## config.mk

```make
export PLATFORM = sky130hd
export DESIGN_NAME = pktbus_port
export DESIGN_NICKNAME = d
export VERILOG_FILES = /design/src/rtl/pbp_pkg.sv /design/src/rtl/pbp_fifo.sv /design/src/rtl/pbp_tx_lane.sv /design/src/rtl/pbp_rx_lane.sv /design/src/rtl/pktbus_port.sv
export SDC_FILE = /design/constraint.sdc
export NUM_CORES = 2
export LEC_CHECK = 0
export BUFFER_PORTS_ARGS = -buffer_cell sky130_fd_sc_hd__clkbuf_2
export CORE_MARGIN = 2
export CORE_UTILIZATION = 50
export CTS_CLUSTER_DIAMETER = 40
export DETAILED_ROUTE_END_ITERATION = 6
export GPL_ROUTABILITY_DRIVEN = 0
export PLACE_DENSITY = 0.66
export SETUP_SLACK_MARGIN = 0.1
export SLEW_MARGIN = 20
export SYNTH_ARGS = -nofsm -noshare
export SYNTH_HDL_FRONTEND = slang
export SYNTH_SLANG_ARGS = --single-unit
```

## constraint.sdc

```tcl
create_clock -name clk -period 7.3 [get_ports clk]
set_clock_uncertainty 0.15 [all_clocks]
set_input_delay 1.46 -clock clk [delete_from_list [all_inputs] [get_ports clk]]
set_output_delay 1.46 -clock clk [all_outputs]
set_load 0.01 [all_outputs]
```

## src/rtl/pbp_pkg.sv

```systemverilog
package pbp_pkg;

    localparam int BUS_W      = 64;
    localparam int HALF_W     = BUS_W / 2;
    localparam int LANES      = BUS_W / 8;
    localparam int HALF_LANES = LANES / 2;

    typedef enum logic [1:0] {
        MODE_FULL     = 2'd0,
        MODE_SPLIT    = 2'd1,
        MODE_NARROW   = 2'd2,
        MODE_FULL_ALT = 2'd3
    } bus_mode_e;

    typedef struct packed {
        logic [BUS_W-1:0] data;
        logic [LANES-1:0] mask;
        logic             sop;
    } pkt_word_t;

    // true when the mask is non-zero and its ones form a single run
    function automatic logic mask_ok(input logic [LANES-1:0] m);
        logic [LANES-1:0] lsb;
        logic [LANES-1:0] sum;
        lsb = m & (~m + 1'b1);
        sum = m + lsb;
        return (m != '0) && ((sum & m) == '0);
    endfunction

endpackage

```

## src/rtl/pbp_fifo.sv

```systemverilog
module pbp_fifo
    import pbp_pkg::*;
#(
    parameter int DEPTH = 16
) (
    input  logic                       clk,
    input  logic                       rst_n,
    input  logic                       push,
    input  logic                       pop,
    input  pkt_word_t                  wr_word,
    output pkt_word_t                  head,
    output logic                       full,
    output logic                       empty,
    output logic [$clog2(DEPTH+1)-1:0] level
);

    localparam int AW = (DEPTH > 1) ? $clog2(DEPTH) : 1;
    localparam int CW = $clog2(DEPTH+1);

    pkt_word_t      mem [DEPTH];
    logic [AW-1:0]  rd_ptr, wr_ptr;
    logic           push_ok, pop_ok;

    assign full    = (level == CW'(DEPTH));
    assign empty   = (level == '0);
    assign push_ok = push && !full;
    assign pop_ok  = pop && !empty;
    assign head    = mem[rd_ptr];

    function automatic logic [AW-1:0] bump(input logic [AW-1:0] p);
        return (p == AW'(DEPTH-1)) ? '0 : p + 1'b1;
    endfunction

    always_ff @(posedge clk) begin
        if (push_ok) begin
            mem[wr_ptr] <= wr_word;
        end
    end

    always_ff @(posedge clk or negedge rst_n) begin
        if (!rst_n) begin
            rd_ptr <= '0;
            wr_ptr <= '0;
            level  <= '0;
        end else begin
            if (push_ok) wr_ptr <= bump(wr_ptr);
            if (pop_ok)  rd_ptr <= bump(rd_ptr);
            unique case ({push_ok, pop_ok})
                2'b10:   level <= level + 1'b1;
                2'b01:   level <= level - 1'b1;
                default: level <= level;
            endcase
        end
    end


    no_overflow_chk: assert property (@(posedge clk) disable iff (!rst_n)
        (full && push && !pop) |=> $stable(level));


    no_underflow_chk: assert property (@(posedge clk) disable iff (!rst_n)
        (empty && pop && !push) |=> $stable(level));

endmodule

```

## src/rtl/pbp_tx_lane.sv

```systemverilog
module pbp_tx_lane
    import pbp_pkg::*;
(
    input  bus_mode_e          mode,
    input  logic               wr,
    input  logic               rd,
    input  logic [BUS_W-1:0]   din,
    input  logic [LANES-1:0]   be_n,
    input  logic               sop_shared,
    input  logic               sop_split,
    output logic               push,
    output logic               bad,
    output pkt_word_t          word
);

    logic blocked;
    logic attempt;

    always_comb begin
        word    = '0;
        blocked = 1'b0;
        unique case (mode)
            MODE_SPLIT: begin
                word.data[HALF_W-1:0]     = din[BUS_W-1:HALF_W];
                word.mask[HALF_LANES-1:0] = ~be_n[LANES-1:HALF_LANES];
                word.sop                  = sop_split;
            end
            MODE_NARROW: begin
                word.data[HALF_W-1:0]     = din[HALF_W-1:0];
                word.mask[HALF_LANES-1:0] = ~be_n[HALF_LANES-1:0];
                word.sop                  = sop_shared;
                blocked                   = rd;
            end
            default: begin
                word.data = din;
                word.mask = ~be_n;
                word.sop  = sop_shared;
                blocked   = rd;
            end
        endcase
    end

    assign attempt = wr && !blocked;
    assign push    = attempt && mask_ok(word.mask);
    assign bad     = attempt && !mask_ok(word.mask);

endmodule

```

## src/rtl/pbp_rx_lane.sv

```systemverilog
module pbp_rx_lane
    import pbp_pkg::*;
(
    input  bus_mode_e          mode,
    input  logic               rd,
    input  logic               keep,
    input  logic               empty,
    input  pkt_word_t          head,
    output logic               pop,
    output logic [BUS_W-1:0]   dout,
    output logic [LANES-1:0]   be_n,
    output logic [1:0]         oe,
    output logic               sop,
    output logic               sop_oe
);

    logic hit;

    assign hit = rd && !empty;
    assign pop = hit && !keep;

    always_comb begin
        dout   = '0;
        be_n   = '1;
        sop    = 1'b0;
        oe     = 2'b00;
        sop_oe = rd;
        unique case (mode)
            MODE_SPLIT, MODE_NARROW: begin
                oe = {1'b0, rd};
                if (mode == MODE_SPLIT) sop_oe = 1'b1;
                if (hit) begin
                    dout[HALF_W-1:0]     = head.data[HALF_W-1:0];
                    be_n[HALF_LANES-1:0] = ~head.mask[HALF_LANES-1:0];
                    sop                  = head.sop;
                end
            end
            default: begin
                oe = {rd, rd};
                if (hit) begin
                    dout = head.data;
                    be_n = ~head.mask;
                    sop  = head.sop;
                end
            end
        endcase
    end

endmodule

```

## src/rtl/pktbus_port.sv

```systemverilog
module pktbus_port
    import pbp_pkg::*;
#(
    parameter int DEPTH = 16
) (
    input  logic        clk,
    input  logic        rst_n,
    input  logic [1:0]  mode_i,
    input  logic        tx_wr_i,
    input  logic [63:0] bus_din_i,
    input  logic [7:0]  bus_be_n_i,
    input  logic        sop_i,
    input  logic        sop_tx_i,
    input  logic        rx_rd_i,
    input  logic        rx_keep_i,
    output logic [63:0] bus_dout_o,
    output logic [7:0]  bus_be_n_o,
    output logic [1:0]  bus_oe_o,
    output logic        sop_o,
    output logic        sop_oe_o,
    output logic        be_err_o,
    input  logic        tx_pop_i,
    output logic [63:0] tx_data_o,
    output logic [7:0]  tx_mask_o,
    output logic        tx_sop_o,
    output logic        tx_empty_o,
    output logic        tx_full_o,
    input  logic        rx_push_i,
    input  logic [63:0] rx_data_i,
    input  logic [7:0]  rx_mask_i,
    input  logic        rx_sop_i,
    output logic        rx_empty_o,
    output logic        rx_full_o
);

    localparam int CW = $clog2(DEPTH+1);

    bus_mode_e       mode;
    pkt_word_t       tx_word, tx_head, rx_word, rx_head;
    logic            tx_push, tx_bad, rx_pop;
    logic [CW-1:0]   tx_level, rx_level;

    assign mode    = bus_mode_e'(mode_i);
    assign rx_word = '{data: rx_data_i, mask: rx_mask_i, sop: rx_sop_i};

    pbp_tx_lane u_tx_lane (
        .mode       (mode),
        .wr         (tx_wr_i),
        .rd         (rx_rd_i),
        .din        (bus_din_i),
        .be_n       (bus_be_n_i),
        .sop_shared (sop_i),
        .sop_split  (sop_tx_i),
        .push       (tx_push),
        .bad        (tx_bad),
        .word       (tx_word)
    );

    pbp_fifo #(.DEPTH(DEPTH)) u_tx_fifo (
        .clk     (clk),
        .rst_n   (rst_n),
        .push    (tx_push),
        .pop     (tx_pop_i),
        .wr_word (tx_word),
        .head    (tx_head),
        .full    (tx_full_o),
        .empty   (tx_empty_o),
        .level   (tx_level)
    );

    pbp_fifo #(.DEPTH(DEPTH)) u_rx_fifo (
        .clk     (clk),
        .rst_n   (rst_n),
        .push    (rx_push_i),
        .pop     (rx_pop),
        .wr_word (rx_word),
        .head    (rx_head),
        .full    (rx_full_o),
        .empty   (rx_empty_o),
        .level   (rx_level)
    );

    pbp_rx_lane u_rx_lane (
        .mode   (mode),
        .rd     (rx_rd_i),
        .keep   (rx_keep_i),
        .empty  (rx_empty_o),
        .head   (rx_head),
        .pop    (rx_pop),
        .dout   (bus_dout_o),
        .be_n   (bus_be_n_o),
        .oe     (bus_oe_o),
        .sop    (sop_o),
        .sop_oe (sop_oe_o)
    );

    assign tx_data_o = tx_empty_o ? '0 : tx_head.data;
    assign tx_mask_o = tx_empty_o ? '0 : tx_head.mask;
    assign tx_sop_o  = tx_empty_o ? 1'b0 : tx_head.sop;

    always_ff @(posedge clk or negedge rst_n) begin
        if (!rst_n) begin
            be_err_o <= 1'b0;
        end else if (tx_bad) begin
            be_err_o <= 1'b1;
        end
    end


    err_sticky_chk: assert property (@(posedge clk) disable iff (!rst_n)
        be_err_o |=> be_err_o);


    bad_write_drop_chk: assert property (@(posedge clk) disable iff (!rst_n)
        (tx_bad && !tx_pop_i) |=> (be_err_o && $stable(tx_level)));


    keep_hold_chk: assert property (@(posedge clk) disable iff (!rst_n)
        (rx_rd_i && rx_keep_i && !rx_push_i) |=> $stable(rx_level));


    read_pop_chk: assert property (@(posedge clk) disable iff (!rst_n)
        (rx_rd_i && !rx_keep_i && !rx_empty_o && !rx_push_i)
            |=> (rx_level == $past(rx_level) - 1'b1));


    shared_bus_block_chk: assert property (@(posedge clk) disable iff (!rst_n)
        (mode_i != 2'd1 && rx_rd_i && tx_wr_i && !tx_pop_i) |=> $stable(tx_level));


    split_upper_quiet_chk: assert property (@(posedge clk) disable iff (!rst_n)
        (mode_i == 2'd1 || mode_i == 2'd2) |-> (!bus_oe_o[1] && bus_be_n_o[7:4] == 4'hF));

endmodule

```

==> impl_metrics.csv <==
group,metric,value,unit
cts,clock-root-buffer,"clkbuf_16",
synth,synth_seq_area_share,77.42,%
synth,async_flop_share,1.143,%
pwr,total_switching_power,12.18,mW
min_path,hold_path.class,"flop to flop",
setup_path,cp_data_required_time,5.69,ns
timing,worstMarginPinSlew,1.092,ns
min_path,worstHoldStart,"be_err_o$_DFFE_PN0P_",
global_route,global_route_wire_length_before_repair,310.8,mm
drt,first_pass_iteration_count_of_the_detailed_router,7,
cts,clock_sinks,2363,
timing,rsz0062_at_grt,"no",
synth,synthesis.area_per_instance,23.59,µm²
floorplan,fp.dieW,431.7,µm
cts,cts_tree,"done",
setup_path,worstPathArrival,4.07,ns
floorplan,floorplan.rows,156,
pwr,clock_power_share,35.8,%
setup_path,timing.critical_path.slowest_cell_delay,1.06,ns
cts,post_cts_resize_count,0,
layout,layout.cell_area.non_filler,106800,µm²
setup_path,rr_startpoint,"u_tx_fifo.level[1]$_DFFE_PN0P_",
global_route,antenna_violations_before_repair,19,
layout,layout.cells.most_common,"edfxtp_1",
timing,final.min_clock_period,5.683,ns
drt,detail_route.wirelength,214.9,mm
global_route,number_of_global_route_vias_before_repair,43870,
pwr,pwr-share-seq,39.1,%
setup_path,timing_worst_setup_path_type,"flop to primary output",
pwr,comb_power_share,25.2,%
drt,route.vias.total,42778,
timing,timing.final.crit_share,77.85,%
synth,synth_enable_flop_cells,2336,
pwr,netSwitchingFraction,28.59,%
cts,max-clock-path-buffers,4,
min_path,hold_path_end,"be_err_o$_DFFE_PN0P_",
setup_path,cp_cell_sequence,"buf_12, mux4_2, a211oi_1, a211o_1, clkbuf_2",
cts,cts_hold_buffers,0,
status,outcome,"finished, final reports clean",
placement,port-buffer-count,309,
floorplan,number_of_i_o_pins,310,
synth,post_synth_inst_count,3878,
min_path,worstHoldPathCells,1,
global_route,track_usage,23.19,%
layout,share_of_post_route_cells_with_drive_strength_above_1,35.59,%
layout,area_added_between_synthesis_and_finish,16.79,%
drt,post_drt_wl_per_cell,30.71,µm
layout,fin_util,58.92,%
drt,route.detailed.vias_per_inst,6.113,
setup_path,startpoint_type,"flop",
cts,htreeDepth,5,
global_route,maximum_number_of_pins_on_one_net_before_global_route_repair,76,
drt,ant_nets,0,
setup_path,critical_path_peak_fanout,44,
layout,layout.nets,4563,
synth,synth.yosys.warnings,0,
timing,maxSlewHeadroom,27.22,%
timing,timing.final.max_slew_violations,0,
cts,clock_insertion_delay_worst_skew,0.90,ns
floorplan,design.die.area,186400,µm²
synth,mappedNetlistArea,91480,µm²
setup_path,endpoint_kind,"primary output",
cts,worst_setup_hold_path_clk_slew,0.05,ns
timing,fmax,0.1760,GHz
synth,ys_seq_elements,2363,
synth,postSynth.topFlopCell,"edfxtp_1",
floorplan,initial_core_util,50.45,%
floorplan,core_region_area,181300,µm²
synth,syn_nets,4055,
pwr,internal_power,30.43,mW
setup_path,rr_worst_depth,12,
placement,dpl-instance-area,96330,µm²
setup_path,cp_slowest_cell,"dfrtp_4",
synth,synthDistinctLibCells,53,
timing,timing.setup.tns,0,ns
placement,dp_hpwl,116.5,mm
pwr,powerDensity,398.8,nW/µm²
drt,detail_route.drc_violations,0,
cts,cts_made_buffers,320,
drt,drtIter0Drc,4156,
pwr,cellLeakagePower,34.44,nW
global_route,grt_overflow,0,
timing,report.final.hold_viol_count,0,
pwr,max-vdd-ir-drop,275.6,µV
setup_path,r2r_slack,3.50,ns
job,cap_violations,0,
timing,final-setup-viol-count,0,
layout,most-common-layout-cells,"2,336 x edfxtp_1, 657 x mux4_2, 325 x clkbuf_16, 309 x clkbuf_2, 149 x nor2b_1",
floorplan,die-height,431.7,µm
setup_path,rr_endpoint,"u_tx_fifo.level[4]$_DFFE_PN0P_",
cts,postCtsSetupRepairBufs,0,
==> power by group through the flow <==
stage	Sequential, mW	Combinational, mW	Clock, mW
2_1_floorplan	16.4	7.88	0
3_3_place_gp	16.9	10.9	0
3_5_place_dp	16.9	10.9	0
4_1_cts	16.7	11.0	15.5
5_1_grt	16.7	11.5	16.0
6_report	16.6	10.7	15.2
==> sequential cells by signal, indices dropped and copies added, names as in the netlist <==
signal / cells
u_tx_fifo.level: 5
u_rx_fifo.mem: 1168
be_err_o: 1
u_tx_fifo.wr_ptr: 4
u_rx_fifo.rd_ptr: 4
u_rx_fifo.level: 5
u_tx_fifo.mem: 1168
u_tx_fifo.rd_ptr: 4
u_rx_fifo.wr_ptr: 4
==> metal layers <==
layer | vias to the layer above | GRT usage, % | wire (µm)
li1 | 17660 | - | -
met1 | 23082 | 30.52 | 83460
met2 | 1631 | 39.63 | 111900
met3 | 381 | 4.112 | 13350
met4 | 24 | 7.257 | 6022
met5 | - | 0 | 173
==> critical path, delay by kind of cell, from the launching register on <==
family                 cells  cell delay [ns]
buffers and inverters      2             0.48
AOI/OAI and AO/OA          2             1.02
muxes                      1             0.53
DFF                        1             1.06
==> synth_stat cells, types with 18 or more instances <==
master	n	area share (%)
clkbuf_1	118	0.48
nor2_1	30	0.12
and2_1	38	0.26
nand2_1	18	0.074
dfrtp_1	27	0.74
buf_2	45	0.25
ha_1	20	0.27
mux4_2	657	16
o21ai_0	18	0.098
mux2_2	35	0.43
mux2i_1	73	0.80
buf_6	29	0.36
nor2b_1	149	1.0
a211oi_1	138	1.1
edfxtp_1	2336	77
==> cell families after synthesis <==
family | count (synthesis) | share of synthesized area (%)
flip-flops | 2363 | 77.42
multiplexers | 769 | 17.46
AND/OR/NAND/NOR | 273 | 1.747
buffers and inverters | 241 | 1.358
AO/OA/AOI/OAI | 195 | 1.569
adder cells (fa/ha/maj) | 21 | 0.2954
XOR/XNOR | 16 | 0.1532
==> how the worst max path moves through the flow <==
stage | start | depth (start not counted) | slack [ns] | endpoint
2_1_floorplan | mode_i[0] | 10 | 1.48 | u_tx_fifo.mem[13][0]$_DFFE_PP_
6_report | u_rx_fifo.rd_ptr[0]$_DFFE_PN0P_ | 5 | 1.62 | bus_be_n_o[7]
5_1_grt | u_rx_fifo.rd_ptr[0]$_DFFE_PN0P_ | 5 | 1.41 | bus_be_n_o[7]
3_5_place_dp | mode_i[0] | 17 | 1.32 | u_tx_fifo.level[4]$_DFFE_PN0P_
3_3_place_gp | mode_i[0] | 17 | 1.46 | u_tx_fifo.level[4]$_DFFE_PN0P_
4_1_cts | u_rx_fifo.rd_ptr[0]$_DFFE_PN0P_ | 5 | 1.39 | bus_be_n_o[7]
==> stage by stage <==
| step | total power [mW] | worst slack, ns | hold slack (ns) | instances |
|---|---|---|---|---|
| 4_1_cts | 43.12 | 1.388 | 0.3287 | 6991 |
| 3_3_place_gp | 27.80 | 1.455 | 0.3065 | 6433 |
| 6_report | 42.61 | 1.617 | 0.3240 | 6998 |
| 2_1_floorplan | 24.23 | 1.482 | 0.3059 | 3878 |
| 5_1_grt | 44.20 | 1.415 | 0.3446 | 6992 |
| 3_5_place_dp | 27.86 | 1.317 | 0.3113 | 6433 |
==> area by class of cell <==
cell class | count | area, µm²
Inverter | 19 | 71.32
Tap cell | 2370 | 2965
Sequential cell | 2363 | 70850
Antenna cell | 6 | 15.01
Fill cell | 12583 | 74480
Clock inverter | 193 | 2176
Clock buffer | 365 | 8283
Multi-Input combinational cell | 1274 | 19670
Timing Repair Buffer | 408 | 2810
No activity file was read; power rests on OpenSTA's default activity.
